**src/rtl/dbg_vtrap_pkg.sv**
```systemverilog
// Package: shared cause codes and vector layout for the vector trap unit.
// Assumes vector slots are word aligned below 0x20 from the selected base.
package dbg_vtrap_pkg;

    localparam int N_VEC = 7;

    typedef enum logic [2:0] {
        CAUSE_NONE    = 3'd0,
        CAUSE_IBRK    = 3'd1,
        CAUSE_DBRK    = 3'd2,
        CAUSE_VTRAP   = 3'd3,
        CAUSE_TBFULL  = 3'd4,
        CAUSE_EXT     = 3'd5,
        CAUSE_RSTTRAP = 3'd6
    } cause_e;

    // Offset of vector slot idx; slot 0x14 is reserved and skipped.
    function automatic logic [7:0] vec_offset(input int idx);
        int off;
        off = (idx < 5) ? idx * 4 : (idx + 1) * 4;
        return 8'(off);
    endfunction

endpackage

```
**src/rtl/dbg_vec_match.sv**
```systemverilog
// Module: compares one fetch address against every exception vector slot.
// Assumes the high base has its low byte clear so base plus offset is exact.
module dbg_vec_match
    import dbg_vtrap_pkg::*;
#(
    parameter int                ADDR_W    = 32,
    parameter logic [ADDR_W-1:0] HIGH_BASE = 32'hFFFF_0000
) (
    input  logic              fetch_valid,
    input  logic [ADDR_W-1:0] fetch_addr,
    input  logic              high_vec,
    output logic [N_VEC-1:0]  hit
);

    logic [ADDR_W-1:0] base;

    // Pick the low or high vector table base.
    always_comb base = high_vec ? HIGH_BASE : '0;

    for (genvar i = 0; i < N_VEC; i++) begin : g_slot
        localparam logic [ADDR_W-1:0] SLOT_OFF = ADDR_W'(vec_offset(i));
        // One equality comparator per vector slot.
        assign hit[i] = fetch_valid && (fetch_addr == (base + SLOT_OFF));
    end

endmodule

```
**src/rtl/dbg_cause_arb.sv**
```systemverilog
// Module: fixed-priority encoder over simultaneous debug events.
// Assumes all event inputs are single-cycle strobes from the same clock.
module dbg_cause_arb
    import dbg_vtrap_pkg::*;
(
    input  logic   rst_trap,
    input  logic   ibrk,
    input  logic   dbrk,
    input  logic   vtrap,
    input  logic   tbfull,
    input  logic   ext,
    output logic   any_evt,
    output cause_e cause
);

    // Any source present raises a request.
    always_comb any_evt = rst_trap | ibrk | dbrk | vtrap | tbfull | ext;

    // Highest-priority source wins the cause code.
    always_comb begin
        if (rst_trap)    cause = CAUSE_RSTTRAP;
        else if (ibrk)   cause = CAUSE_IBRK;
        else if (dbrk)   cause = CAUSE_DBRK;
        else if (vtrap)  cause = CAUSE_VTRAP;
        else if (tbfull) cause = CAUSE_TBFULL;
        else if (ext)    cause = CAUSE_EXT;
        else             cause = CAUSE_NONE;
    end

    // Guard: an instruction breakpoint beats everything below the reset trap.
    always_comb begin

        if (ibrk && !rst_trap) begin
            ibrk_wins_chk: assert (cause == CAUSE_IBRK);
        end
    end

endmodule

```
**src/rtl/dbg_sticky_abort.sv**
```systemverilog
// Module: latches data aborts seen in debug state; forwards the rest.
// Assumes dabort is a one-cycle strobe and sticky_clr comes from software.
module dbg_sticky_abort (
    input  logic clk,
    input  logic rst_n,
    input  logic halt_mode,
    input  logic in_dbg,
    input  logic dabort,
    input  logic clr,
    output logic sticky,
    output logic dabort_exc
);

    logic set_now;

    // An abort in debug state only counts in halt mode.
    always_comb set_now = dabort && in_dbg && halt_mode;

    // Sticky flag: a new abort wins over a clear in the same cycle.
    always_ff @(posedge clk) begin
        if (!rst_n)       sticky <= 1'b0;
        else if (set_now) sticky <= 1'b1;
        else if (clr)     sticky <= 1'b0;
    end

    // Aborts outside debug state go on as a normal exception.
    always_ff @(posedge clk) begin
        if (!rst_n) dabort_exc <= 1'b0;
        else        dabort_exc <= dabort && !in_dbg;
    end


    sticky_keep_chk: assert property (@(posedge clk) disable iff (!rst_n)
        (sticky && !clr) |=> sticky);


    dbg_abort_quiet_chk: assert property (@(posedge clk) disable iff (!rst_n)
        (dabort && in_dbg) |=> !dabort_exc);

endmodule

```
**src/rtl/dbg_vtrap_top.sv**
```systemverilog
// Module: vector trap unit top. Gates vector hits with the control bits,
// arbitrates them with the other debug events and registers the request.
// Assumes the control inputs come from storage that reset leaves unchanged.
module dbg_vtrap_top
    import dbg_vtrap_pkg::*;
#(
    parameter int                ADDR_W    = 32,
    parameter logic [ADDR_W-1:0] HIGH_BASE = 32'hFFFF_0000
) (
    input  logic              clk,
    input  logic              rst_n,
    input  logic              cfg_global_en,
    input  logic              cfg_halt_mode,
    input  logic              cfg_high_vec,
    input  logic [N_VEC-1:0]  cfg_trap_en,
    input  logic              fetch_valid,
    input  logic [ADDR_W-1:0] fetch_addr,
    input  logic              dabort,
    input  logic              in_dbg_state,
    input  logic              sticky_clr,
    input  logic              evt_ibrk,
    input  logic              evt_dbrk,
    input  logic              evt_tbfull,
    input  logic              evt_ext,
    output logic              dbg_req,
    output logic [2:0]        dbg_cause,
    output logic              sticky_abort,
    output logic              dabort_exc
);

    logic [N_VEC-1:0] vec_hit;
    logic             rst_trap;
    logic             oth_trap;
    logic             any_evt;
    cause_e           cause_nxt;

    dbg_vec_match #(.ADDR_W(ADDR_W), .HIGH_BASE(HIGH_BASE)) u_match (
        .fetch_valid (fetch_valid),
        .fetch_addr  (fetch_addr),
        .high_vec    (cfg_high_vec),
        .hit         (vec_hit)
    );

    // Reset vector trap: no global enable needed.
    always_comb rst_trap = vec_hit[0] && cfg_trap_en[0] && cfg_halt_mode;

    // Other vector traps: every enable must be present.
    always_comb oth_trap = |(vec_hit[N_VEC-1:1] & cfg_trap_en[N_VEC-1:1])
                           && cfg_global_en && cfg_halt_mode;

    dbg_cause_arb u_arb (
        .rst_trap (rst_trap),
        .ibrk     (evt_ibrk),
        .dbrk     (evt_dbrk),
        .vtrap    (oth_trap),
        .tbfull   (evt_tbfull),
        .ext      (evt_ext),
        .any_evt  (any_evt),
        .cause    (cause_nxt)
    );

    // Request register: one pulse per qualifying cycle.
    always_ff @(posedge clk) begin
        if (!rst_n) dbg_req <= 1'b0;
        else        dbg_req <= any_evt;
    end

    // Cause register: loads only alongside a request.
    always_ff @(posedge clk) begin
        if (!rst_n)       dbg_cause <= CAUSE_NONE;
        else if (any_evt) dbg_cause <= cause_nxt;
    end

    dbg_sticky_abort u_sticky (
        .clk        (clk),
        .rst_n      (rst_n),
        .halt_mode  (cfg_halt_mode),
        .in_dbg     (in_dbg_state),
        .dabort     (dabort),
        .clr        (sticky_clr),
        .sticky     (sticky_abort),
        .dabort_exc (dabort_exc)
    );


    rst_vec_trap_chk: assert property (@(posedge clk) disable iff (!rst_n)
        (fetch_valid && fetch_addr == (cfg_high_vec ? HIGH_BASE : '0)
         && cfg_halt_mode && cfg_trap_en[0])
        |=> (dbg_req && dbg_cause == CAUSE_RSTTRAP));


    cause_hold_chk: assert property (@(posedge clk) disable iff (!rst_n)
        !(fetch_valid || evt_ibrk || evt_dbrk || evt_tbfull || evt_ext)
        |=> $stable(dbg_cause));


    no_fetch_chk: assert property (@(posedge clk) disable iff (!rst_n)
        !(fetch_valid || evt_ibrk || evt_dbrk || evt_tbfull || evt_ext)
        |=> !dbg_req);

endmodule

```
**config.mk**
```make
export PLATFORM = sky130hd
export DESIGN_NAME = dbg_vtrap_top
export DESIGN_NICKNAME = d
export VERILOG_FILES = /design/src/rtl/dbg_vtrap_pkg.sv /design/src/rtl/dbg_vec_match.sv /design/src/rtl/dbg_cause_arb.sv /design/src/rtl/dbg_sticky_abort.sv /design/src/rtl/dbg_vtrap_top.sv
export SDC_FILE = /design/constraint.sdc
export NUM_CORES = 1
export LEC_CHECK = 0
export BUFFER_PORTS_ARGS = -buffer_cell sky130_fd_sc_hd__clkbuf_2
export CAP_MARGIN = 20
export CORE_MARGIN = 2
export CORE_UTILIZATION = 31
export DETAILED_ROUTE_END_ITERATION = 10
export PLACE_DENSITY = 0.78
export SKIP_LAST_GASP = 1
export SYNTH_ARGS = -nofsm -noshare
export SYNTH_HDL_FRONTEND = slang
export SYNTH_SLANG_ARGS = --single-unit
```
**constraint.sdc**
```tcl
create_clock -name clk -period 2.1 [get_ports clk]
set_input_delay 0.21 -clock clk [delete_from_list [all_inputs] [get_ports clk]]
set_output_delay 0.21 -clock clk [all_outputs]
set_load 0.02 [all_outputs]
```
==> results.txt, run 1 <==
The flow ran to the end, and the final reports show no timing, DRC or antenna violations. The critical path is of the input port to register type. In this run, flip-flops and latches consume 37.5% of the power. After synthesis the netlist holds a flip-flop and latch count of 6. The die covers 1805 µm². Once detail routing completed, the nets flagged for antenna violations numbered 0.

By count the netlist is led by sky130_fd_sc_hd__dfxtp_1, sky130_fd_sc_hd__or4_1, sky130_fd_sc_hd__nand2_1, sky130_fd_sc_hd__nand3_1, sky130_fd_sc_hd__nor2_1. The H-tree depth is 1, and the total leakage power is 0.4077 nW. The run gives 0 as the max-slew violation total from the final report.

The first global-routing pass estimated 2.428 mm of wire. For the post-placement setup slack, the log shows 180.4 ps. Number of buffers added to fix hold violations after cts: 0.

The worst path needs 1674 ps of the cycle, external delays included. By area, the combinational part of the netlist is dominated by simple AND/OR/NAND/NOR gates. The average footprint of a synthesized cell was 8.200 µm²; the sequential standard cell area was 120.1 µm². In this run the clock root is driven by a sky130_fd_sc_hd__clkbuf_4. The tools report the initial detailed-routing violation count as 4. The via count of the first global-routing pass was 650. For this run the aggregate overflow at the end of global routing stands at 0. Post-CTS repair changed the size of 0 cells. Counting every net in the synthesized netlist gives 108. Synthesis handed over a netlist of 56 instances. The tools report the post-place instance area as 763.2 µm². After clock tree synthesis, the clock-pin slew on the worst setup and hold paths is 40 ps. The number of hold violations in the final report is 0, and the maximum buffer depth of the clock tree is 2.

Power spread over the standard cell area amounts to 414.2 nW/µm². Counting distinct cell types in the post-synthesis netlist gives 30. After floorplanning, the core was sized to cover 1350 µm². The most common cell in the synthesized netlist is sky130_fd_sc_hd__dfxtp_1. The headroom to the max-slew limit came out at 75.45%.

Data on the critical path is required at its endpoint by 2230 ps. The average vias per placed instance was 5.481; the cell area after layout was 785.8 µm². The tools report the number of antenna violations at the first check in global routing as 0. The initial cell density of the core was 34.01%; the number of ports placed on the die boundary was 58. Horizontal die dimension: 42.49 µm. In this run switching power makes up 26.85% of total power. The initialized floorplan defines 13 standard-cell rows. Summed over all failing endpoints, the final setup total negative slack is 0 ps.

The count of buffers added on input and output ports is 57. Data arrives at the worst endpoint at 1800 ps. The tools report the cell area after technology mapping as 459.2 µm².

For the number of filler instances in the final layout, the log shows 125. The post-route DRC violation count was 0. In this run the biggest area consumer among cell types represents 26.16% of the synthesized area. In the global route stage, met2 resource usage came out at 32.92%.

TritonCTS built the clock tree. Setup violations remaining at the end of the flow were counted as 0. The logs give 29.6% for the share of power burned in combinational logic and 0.00008736 W for the net switching power.

The number of clock buffers added by TritonCTS is 3. By area the synthesized netlist is led by sky130_fd_sc_hd__dfxtp_1, sky130_fd_sc_hd__or4_1, sky130_fd_sc_hd__nand3_1. After global routing, the most crowded layer is met2. For this run, the leading register cell type out of synthesis is sky130_fd_sc_hd__dfxtp_1. Summing the areas of all compound-gate instances in the mapped netlist gives 24.25% of the synthesized area. STA classifies the critical path startpoint as an input port. Summed over all instances, the cell type with the most area after synthesis is sky130_fd_sc_hd__dfxtp_1. The logs give 17.22% for the met1 routing resource usage after global routing and 0 for the number of antenna repair diodes.

The maximum fanout count along the critical path came out at 5. For the number of warnings printed during yosys synthesis, the log shows 0. After layout, the worst path uses 79.72% of the clock period. The first detailed-routing pass took 4 iterations.

After Yosys synthesis, and, or, nand and nor cells account for 42.51% of the synthesized area. Setup repair after global routing left no endpoint under its margin. For the pin with the worst max-slew slack, the measured transition is 358.9 ps.

The final RePlAce weighted congestion came out at 0.7166. On the final layout, the worst clock skew is 0 ps. Path category of the worst min-delay check: input port to register. The maximum number of pins on one net before global-route repair is 7.

For the clock sink total, the log shows 6. The internal cell power was 0.0002381 W; the arithmetic-cell share of the synthesized area counting full adders, half adders and majority gates was 0%. The run gives 0 as the number of post-CTS setup repair buffers. Yosys mapped a number of flops with a built-in enable equal to 0. The count of maximum capacitance violations was 0. Dividing the detail-routed wire length by the instance count gives 11.10 µm.

Of the cells placed in the final design, the portion with a size suffix greater than 1 is 55.17%. Compared with the post-synthesis result, the final layout area differs by 71.12%. For this run, the top clock speed supported by timing is 0.5973 GHz. Measured against the total synthesized area, the mux share comes to 5.450%.

For this run, the post-layout net count is 170. VDD sags by at most 0.0002077 V. The die boundary height was 42.49 µm; the via count was 718. The final worst slack is 425.8 ps, and the global-route usage over all layers is 17.52%. The logs give 26.16% for the sequential share of the synthesized area and 250 ps for the later-pin clock latency in the skew report. In the global route stage, met3 resource usage came out at 4.310%. For this run, asynchronously set or reset flops after synthesis account for 0%. The clock network accounts for 32.9% of the total power. The area share of xor/xnor cells in the synthesized design is 0%. STA classifies the critical path endpoint as a register. The aggregate routed wire length was 1.454 mm; the multi-input logic area was 331.6 µm².
[area by class of cell]
type | instances | share of cell area [%]
repair buffers | 57 | 36.31
well taps | 15 | 2.389
inverters | 2 | 0.9554
clock buffers | 3 | 2.866
flip-flops and latches | 6 | 15.29
multi-input cells | 48 | 42.20
[state kept, by name (all words and copies together) (netlist names)]
register             cells
u_sticky.dabort_exc      1
dbg_req                  1
dbg_cause                3
u_sticky.sticky          1
[through the flow]
step	cells	hold WS, ps	total power [W]	utilization (%)
after floorplan	56	281.5	0.0001569	-
after global placement	128	388.2	0.0002180	56.53
after detailed placement	128	389.3	0.0002207	56.53
after CTS	131	136.0	0.0003269	58.20
after global routing	131	143.8	0.0003444	58.20
final	131	133.9	0.0003254	58.20
[metal layers]
| layer | share of wire, % | up-vias |
|---|---|---|
| met5 | 0 | - |
| met4 | 1.6 | 0 |
| met3 | 14 | 4 |
| met2 | 50 | 55 |
| met1 | 34 | 306 |
| li1 | - | 353 |
[path summary, 6_finish.rpt]
kind	end	depth (start not counted)	slack (ps)	start
setup reg to reg	dbg_cause[0]$_SDFFE_PN0P_	4	1140	dbg_cause[0]$_SDFFE_PN0P_
hold / removal	u_sticky.dabort_exc$_SDFF_PN0_	2	130	in_dbg_state
hold reg to reg	u_sticky.sticky$_SDFFE_PN0P_	2	470	u_sticky.sticky$_SDFFE_PN0P_
setup / recovery	dbg_req$_SDFF_PN0_	6	430	fetch_addr[3]
[worst max-delay path: stages]
cell,delay [ps]
sky130_fd_sc_hd__clkbuf_2,140
sky130_fd_sc_hd__mux2_4,310
sky130_fd_sc_hd__a221o_1,340
sky130_fd_sc_hd__and4_4,200
sky130_fd_sc_hd__a211o_1,310
sky130_fd_sc_hd__o41a_1,310
[kinds of logic after synthesis]
group / count (synthesis)
flops: 6
simple gates: 32
compound gates: 14
mux: 2
buf+inv: 2
[power by group through the flow]
stage	clock network (W)	registers, W	logic [W]
4_1_cts	0.000108	0.000122	0.0000973
5_1_grt	0.000114	0.000123	0.000108
3_3_place_gp	0	0.000124	0.0000940
3_5_place_dp	0	0.000124	0.0000965
2_1_floorplan	0	0.000131	0.0000256
6_report	0.000107	0.000122	0.0000964
[layout by cell type (no fill, tap or decap), types with 3 or more instances in the layout]
cell                       Yosys  routed
sky130_fd_sc_hd__or4_1         5       5
sky130_fd_sc_hd__nand2_1       4       4
sky130_fd_sc_hd__clkbuf_2      0      57
sky130_fd_sc_hd__clkbuf_4      0       3
sky130_fd_sc_hd__nor2_1        4       4
sky130_fd_sc_hd__nand3_1       4       4
sky130_fd_sc_hd__dfxtp_1       6       6
sky130_fd_sc_hd__a21oi_1       3       3
(Power assumes the default switching activity.)
==> run 2, diff against run 1 <==
--- a/config.mk
+++ b/config.mk
@@ -5,12 +5,14 @@
 export SDC_FILE = /design/constraint.sdc
 export NUM_CORES = 1
 export LEC_CHECK = 0
+export ABC_AREA = 1
 export BUFFER_PORTS_ARGS = -buffer_cell sky130_fd_sc_hd__clkbuf_2
 export CAP_MARGIN = 20
+export CORE_ASPECT_RATIO = 1.2
 export CORE_MARGIN = 2
-export CORE_UTILIZATION = 31
+export CORE_UTILIZATION = 33
 export DETAILED_ROUTE_END_ITERATION = 10
-export PLACE_DENSITY = 0.78
+export PLACE_DENSITY = 0.75
 export SKIP_LAST_GASP = 1
 export SYNTH_ARGS = -nofsm -noshare
 export SYNTH_HDL_FRONTEND = slang
==> constraint.sdc (replaced) <==
create_clock -name clk -period 1.4 [get_ports clk]
set_input_delay 0.14 -clock clk [delete_from_list [all_inputs] [get_ports clk]]
set_output_delay 0.14 -clock clk [all_outputs]
set_load 0.02 [all_outputs]
==> run 2 against run 1 <==
Against the previous run: cell count increased by 52%; synthesized cell count up 110%; clock skew did not move; highest routed layer is now met3.
==> results.txt, run 2 <==
Along the worst path, the maximum fanout reaches 6. Yosys mapped a number of flops with a built-in enable equal to 0. Area growth from synthesis to layout: 51.36%. The run gives 1 as the H-tree depth. In this run, post-CTS repair resized a total of 0 instances. The number of warnings printed during yosys synthesis was 0. Largest clock skew in the final design: 0 ps.

The tools report the number of buffers added to fix hold violations after cts as 0. The via count of the first global-routing pass was 870. After floorplanning, the core was sized to cover 1851 µm². In this run the critical register-to-register path is launched from dbg_cause[1]$_SDFFE_PN0P_. The tools report the initial detailed-routing violation count as 6. The maximum buffer depth of the clock tree came out at 2. The number of input and output port buffers inserted is 57.

The later pin in the worst-skew pair is clocked with a latency of 240 ps. The run gives 0 as the count of antenna-violating nets left after detailed routing. TritonCTS built the clock tree.

The most prevalent standard cell on the critical path was sky130_fd_sc_hd__nor2_1. The final critical path takes up 77.95% of the cycle. The tools report the arrival time of data at the critical path endpoint as 1220 ps. The sequential share of the synthesized area is 18.60%. Walking the worst path, the cells encountered are clkbuf_2 > nor4_1 > nand3_1 > nor2_1 > nor2_1 > nand4_1 > a21oi_2. The post-synthesis async set-or-reset flop share is 0%, and the post-route DRC violation count is 0. The worst pin sits at a relative slew slack of 75.29%. In the layout the commonest cells are sky130_fd_sc_hd__clkbuf_2, sky130_fd_sc_hd__nor2_1, sky130_fd_sc_hd__nand2_1.

VDD sags by at most 0.0002447 V. Data on the critical path is required at its endpoint by 1530 ps. The placed instance count was 196; the first-pass GRT wire length was 2.863 mm. Using the TritonRoute via totals, the vias-per-cell ratio works out to 4.759.

For the final worst slack, the log shows 308.8 ps. The total congestion overflow is 0, and the peak per-stage delay on the critical path is 390 ps. Each instance of the synthesized netlist takes up on average 5.380 µm². Final hold analysis gives a worst-case slack of 79.57 ps.

In this run the horizontal extent of the chip is 44.38 µm. For the pin with the worst max-slew slack, the measured transition is 367.2 ps. Prior to clock tree synthesis, the placed netlist has a worst setup slack of 69.12 ps. Counting every sink on the clock net gives 6.

The number of flip-flops in the largest register is 3, and the distinct cell type count of the synthesized netlist is 18. The die is 52.45 µm tall. The number of ports placed on the die boundary is 58. After synthesis the cells add up to 645.6 µm². The area enclosed by the die boundary was 2327 µm². The commonest cells after synthesis are sky130_fd_sc_hd__nor2_1, sky130_fd_sc_hd__nand2_1, sky130_fd_sc_hd__inv_1, sky130_fd_sc_hd__nand3_1, sky130_fd_sc_hd__nand4_1. For the max-slew violation total from the final report, the log shows 0.

In the final routed layout, each cell accounts on average for 8.719 µm. The run gives 0 ps as the final sum of negative setup slack. The synthesized design spends more area on one cell type than any other, namely sky130_fd_sc_hd__dfxtp_1. After the flow finishes, the layout carries non-filler instances totaling 199. Once the clock tree was built, the setup fixing pass inserted 0 buffers.

For this block, the via count after detailed routing is 947. The post-CTS clock slew at the launch and capture registers of the worst setup and hold paths came out at 40 ps. In this run the most critical hold path is launched from in_dbg_state. Synthesis handed over a netlist of 120 instances. The total half-perimeter wirelength after legalization and detailed placement was 1.616 mm. Total leakage power: 0.5693 nW. STA classifies the critical path endpoint as a register. For this run, the top clock speed supported by timing is 0.9164 GHz.

Among all flip-flop cells after synthesis, the most frequent one is sky130_fd_sc_hd__dfxtp_1. The routed design has 1.735 mm of wire. The slowest stage of the critical path is the sky130_fd_sc_hd__nor4_1 cell. Entering global routing, the biggest net connects 8 pins. Number of buffers inserted during clock tree synthesis: 3. The startpoint class of the critical path was an input port. Of the post-synthesis cell area, the dominant cell type holds 18.60%.

For the number of hold violations in the final report, the log shows 0. The type of the setup path with the least slack is input port to register. The register bank with the most flops was dbg_cause. Setup violations remaining at the end of the flow were counted as 0. After filler insertion, the fill cell instance count of the layout stands at 204.

The flow ran to the end, and the final reports show no timing, DRC or antenna violations. The post-route minimum period is 1091 ps. Detailed-routing iteration count for the pre-antenna-repair pass: 4. Final RePlAce weighted congestion: 0.7398. The run gives 15.99% as the global-route usage over all layers. By area the synthesized netlist is led by sky130_fd_sc_hd__dfxtp_1, sky130_fd_sc_hd__nor2_1, sky130_fd_sc_hd__nand2_1. The initial cell density of the core came out at 34.89%. On the critical path the largest part of the delay comes from simple AND/OR/NAND/NOR gates. The run gives 172 as the post-synth net total. The launch point of the worst path was fetch_addr[2].

The final net count is 234. The most common cell in the synthesized netlist is sky130_fd_sc_hd__nor2_1. The root buffer cell chosen for the clock tree is sky130_fd_sc_hd__clkbuf_4.

The combined buffer and inverter count along the critical path came out at 1. The flop and latch count out of synthesis is 6, and the number of antenna violations at the first check in global routing is 0. Setup repair after global routing left no endpoint under its margin. The library cell used most frequently in the layout, excluding fill and tap cells, is sky130_fd_sc_hd__clkbuf_2.

0 antenna diodes ended up in the layout. Cells with a size suffix above 1 make up 37.22% of the layout. In this run the worst hold path is classified as input port to register. Power spread over the standard cell area amounts to 520.0 nW/µm². The run gives 0 as the count of maximum capacitance violations.

The tools report the floorplan row count as 17.
run 2: worst paths after layout:
| kind | to | slack [ps] | cells past startpoint |
|---|---|---|---|
| worst min-delay path | u_sticky.dabort_exc$_SDFF_PN0_ | 80 | 2 |
| worst min register to register | u_sticky.sticky$_SDFFE_PN0P_ | 460 | 2 |
| worst max-delay path | dbg_cause[0]$_SDFFE_PN0P_ | 310 | 7 |
| worst max register to register | dbg_cause[1]$_SDFFE_PN0P_ | 760 | 2 |
run 2: cell type report:
class                           count  area (µm²)  share of cell area [%]
Clock buffer                        3       22.52                   2.305
Inverter                           17       63.81                   6.530
Multi-Input combinational cell     97       461.7                   47.25
Sequential cell                     6       120.1                   12.29
Tap cell                           19       23.77                   2.433
Timing Repair Buffer               57       285.3                   29.19
run 2: cell families after synthesis:
logic type / Yosys count / share of synthesized area (%)
and+or+nand+nor: 91 / 66.09
buffers and inverters: 17 / 9.884
DFF: 6 / 18.61
AOI/OAI and AO/OA: 6 / 5.427
run 2: where the power goes:
group | leakage, nW | total, W | switching (W) | internal (W)
clock | 0.0138 | 0.000156 | 0.0000588 | 0.0000967
combinational | 0.506 | 0.000170 | 0.0000873 | 0.0000822
sequential | 0.0496 | 0.000183 | 0.00000328 | 0.000180
run 2: through the flow:
stage,utilization (%),instance area (µm²),total power (W)
CTS,52.81,977.2,0.0005148
global placement,51.59,954.7,0.0003514
floorplan,-,645.6,0.0002551
global route,52.81,977.2,0.0005414
finish,52.81,977.2,0.0005081
detailed placement,51.59,954.7,0.0003573
run 2: layer usage:
layer / track usage (%) / wire [µm]
met1: 13.69 / 653
met4: 7.071 / 0
met3: 1.724 / 127
met5: 0 / 0
met2: 34.56 / 953
==> run 3, diff against run 2 <==
==> constraint.sdc (replaced) <==
create_clock -name clk -period 1 [get_ports clk]
set_input_delay 0.1 -clock clk [delete_from_list [all_inputs] [get_ports clk]]
set_output_delay 0.1 -clock clk [all_outputs]
set_load 0.02 [all_outputs]
==> run 3 against run 2 <==
Against the previous run: the run now ends with setup timing left; combinational power is 63% higher; via count is 6.3% higher; global-route usage increased by 1.9 points; sequential share of layout area shrank 1.3 points; core utilization up 6.4 points; register-to-register slack got worse by 430 ps; die area stayed put; first-iteration DRC count is 50% lower; critical path type unchanged; highest routed layer is now met4.
==> results.txt, run 3 (synthesized netlist as in run 2, its figures left out) <==
Clock tree synthesis inserted a total of 3 buffers. The total half-perimeter wirelength after legalization and detailed placement was 1.650 mm; the number of flip-flops in the largest register was 3. The final net count was 241. The checks that failed: setup timing.

In the final routed layout, each cell accounts on average for 9.165 µm. The tools report the buffer cell driving the clock tree root as sky130_fd_sc_hd__clkbuf_4. The average vias per placed instance came out at 4.888.

TritonCTS built the clock tree. The initial cell density of the core was 34.89%; the horizontal die dimension was 44.38 µm. In this run the top signal layer used is met4. The worst hold path passes through 2 cells. Setup violations remaining at the end of the flow were counted as 2. Peak per-stage delay on the critical path: 130 ps. Detailed routing placed a total of 114 µm of wire on met3. The highest-delay cell along the critical path is sky130_fd_sc_hd__nand4_1.

The final RePlAce weighted congestion came out at 0.7497. The run gives 17 as the floorplan row count. The part of the total power dissipated in sequential elements came out at 34.2%.

Counting every sink on the clock net gives 6. The max-slew violation total from the final report was 0; the end-of-flow core utilization was 59.16%. Internal power comes to 0.0005298 W. The fmax is 0.9539 GHz, and the post-CTS clock slew at the launch and capture registers of the worst setup and hold paths is 50 ps. The tools report the detailed-routing iteration count for the pre-antenna-repair pass as 4. For the required time of the critical path, the log shows 1170 ps. Grouping stages by cell kind, the critical path spends the most delay in simple AND/OR/NAND/NOR gates. Counting the fill cells in the layout gives 195.

Global routing consumed, over all layers together, 17.91% of the routing resources. Leaving out fill and tap cells, the most frequent cell in the layout is sky130_fd_sc_hd__clkbuf_2. The final critical path takes up 104.8% of the cycle. The first global-routing pass estimated 3.229 mm of wire. Across the run, the number of max-cap violations was 0.

The headroom to the max-slew limit is 81.45%, and the die boundary height is 52.45 µm. The clock arrives with 0 ps of skew. For the number of hold violations in the final report, the log shows 0. The placeable core region is 1851 µm². Tracing the worst setup path back leads to its startpoint at fetch_addr[10]. The tools report the maximum buffer depth of the clock tree as 2.

Buffers placed on the I/O ports in this run total 57. The critical path is of the input port to register type. After layout, the minimum clock period comes to 1048 ps. For the arrival time of data at the critical path endpoint, the log shows 1220 ps. The number of antenna violations at the first check in global routing came out at 0.

In this run the critical register-to-register path is captured at dbg_cause[0]$_SDFFE_PN0P_. The critical path runs through a total of 11 cells. 58 I/O pins were placed.

In this run the worst hold path is classified as input port to register. The first routing iteration left 3 violations. The maximum fanout count along the critical path is 2.

Of the total power, the share spent switching nets is 29.38%. The via count was 1007. For this design the ratio of total power to cell area is 685.3 nW/µm². Total leakage power: 0.6137 nW.

Traced cell by cell, the critical path runs through clkbuf_2 > nor2_4 > nand3_2 > nor2_4 > buf_4 > nand3b_1 > nor2_2 > nand4_1 > nand2_1 > inv_1 > a21oi_2. For the aggregate routed wire length, the log shows 1.888 mm. The register bank with the most flops is dbg_cause. In this run the critical register-to-register path is launched from dbg_cause[0]$_SDFFE_PN0P_. Detailed routing placed a total of 1.066 mm of wire on met2.

The flow ran to the end, but the final reports show violations. In this run the worst setup path terminates at dbg_cause[2]$_SDFFE_PN0P_. The share of power burned in combinational logic was 37.0%; the clock share of power was 28.8%.

The logs give 952 for the via count of the first global-routing pass and 8 for the maximum number of pins on one net before global-route repair. The H-tree depth was 1; the total congestion overflow was 0. Summed over all nets, the switching power comes to 0.0002204 W. The worst setup path is captured at a register. The worst setup path is launched from an input port. The area growth from synthesis to layout was 69.57%; the area enclosed by the die boundary was 2327 µm². Hold is met by 37.70 ps.

In the layout the commonest cells are sky130_fd_sc_hd__clkbuf_2, sky130_fd_sc_hd__nand2_1, sky130_fd_sc_hd__nor2_1. Setup repair after global routing could not meet its margin everywhere. The tools report the final worst slack as -48.29 ps. The logic depth of the worst register-to-register path came out at 2. The number of buffers and inverters on the critical path is 3.

0 antenna diodes ended up in the layout. In the routed design, unresolved DRC markers number 0. The transition at the pin with the smallest max-transition slack came out at 275.9 ps.

The detailed router put a total of 688 µm of wire on met1. At the later pin of the worst-skew pair, clock insertion delay measures 240 ps. For flop-to-flop paths, the worst setup slack is 330 ps. The completed layout was analyzed and its total power is 0.0007502 W. For the count of antenna-violating nets left after detailed routing, the log shows 0. Fraction of final layout cells sized beyond drive strength 1: 44.39%. The maximum vdd ir drop came out at 0.0003368 V. The most prevalent standard cell on the critical path is sky130_fd_sc_hd__nor2_4.
[run 3: changes by cell type in the layout (fill, tap and decap cells not counted), sizes merged]
cell    change
clkbuf      -2
buf         +9
[run 3: per-stage QoR]
stage	setup TNS (ps)	instances	cell area, µm²	setup WS, ps
2_1_floorplan	-185.5	120	645.6	-88.68
3_3_place_gp	-891.5	202	1012	-252.9
3_5_place_dp	-1242	202	1012	-337.5
4_1_cts	-38.51	205	1046	-29.99
5_1_grt	-577.0	206	1095	-222.0
6_report	-83.97	206	1095	-48.29
[run 3: routing by layer]
layer | GRT usage [%] | up-vias
li1 | - | 528
met5 | 0 | -
met1 | 16.60 | 446
met2 | 36.52 | 31
met3 | 3.793 | 2
met4 | 6.566 | 0
[run 3: power groups by stage]
stage	logic, W	registers, W	clock network (W)
3_5_place_dp	0.000259	0.000261	0
6_report	0.000277	0.000257	0.000216
3_3_place_gp	0.000252	0.000261	0
5_1_grt	0.000314	0.000258	0.000235
4_1_cts	0.000262	0.000257	0.000224
2_1_floorplan	0.0000819	0.000275	0
[run 3: what timing repair did]
| action | in CTS | in global routing |
|---|---|---|
| buffers inserted | 0 | 1 |
| endpoints found under the hold margin | 0 | 0 |
| gates resized for setup | 3 | 11 |
| endpoints found under the setup margin | 4 | 4 |
| pin swaps | 0 | 8 |
| hold buffers | 0 | 0 |
[run 3: worst reg2reg max path, delay by kind of cell (launching register included)]
family          cells  cell delay [ps]
compound gates      1              150
flops               1              340
simple gates        1              120
[run 3: worst min path at each step]
| stage | from | end | slack (ps) |
|---|---|---|---|
| after floorplan | in_dbg_state | u_sticky.dabort_exc$_SDFF_PN0_ | 170 |
| after global placement | in_dbg_state | u_sticky.dabort_exc$_SDFF_PN0_ | 280 |
| after detailed placement | in_dbg_state | u_sticky.dabort_exc$_SDFF_PN0_ | 290 |
| after CTS | in_dbg_state | u_sticky.dabort_exc$_SDFF_PN0_ | 40 |
| after global routing | in_dbg_state | u_sticky.dabort_exc$_SDFF_PN0_ | 40 |
| final | in_dbg_state | u_sticky.dabort_exc$_SDFF_PN0_ | 40 |
[run 3: area by class of cell]
class                           instances  area (µm²)  share of cell area [%]
Sequential cell                         6       120.1                   10.97
Inverter                               17       63.81                   5.829
Tap cell                               19       23.77                   2.171
Timing Repair Buffer                   64       362.8                   33.14
Clock buffer                            3       22.52                   2.057
Multi-Input combinational cell         97       501.7                   45.83
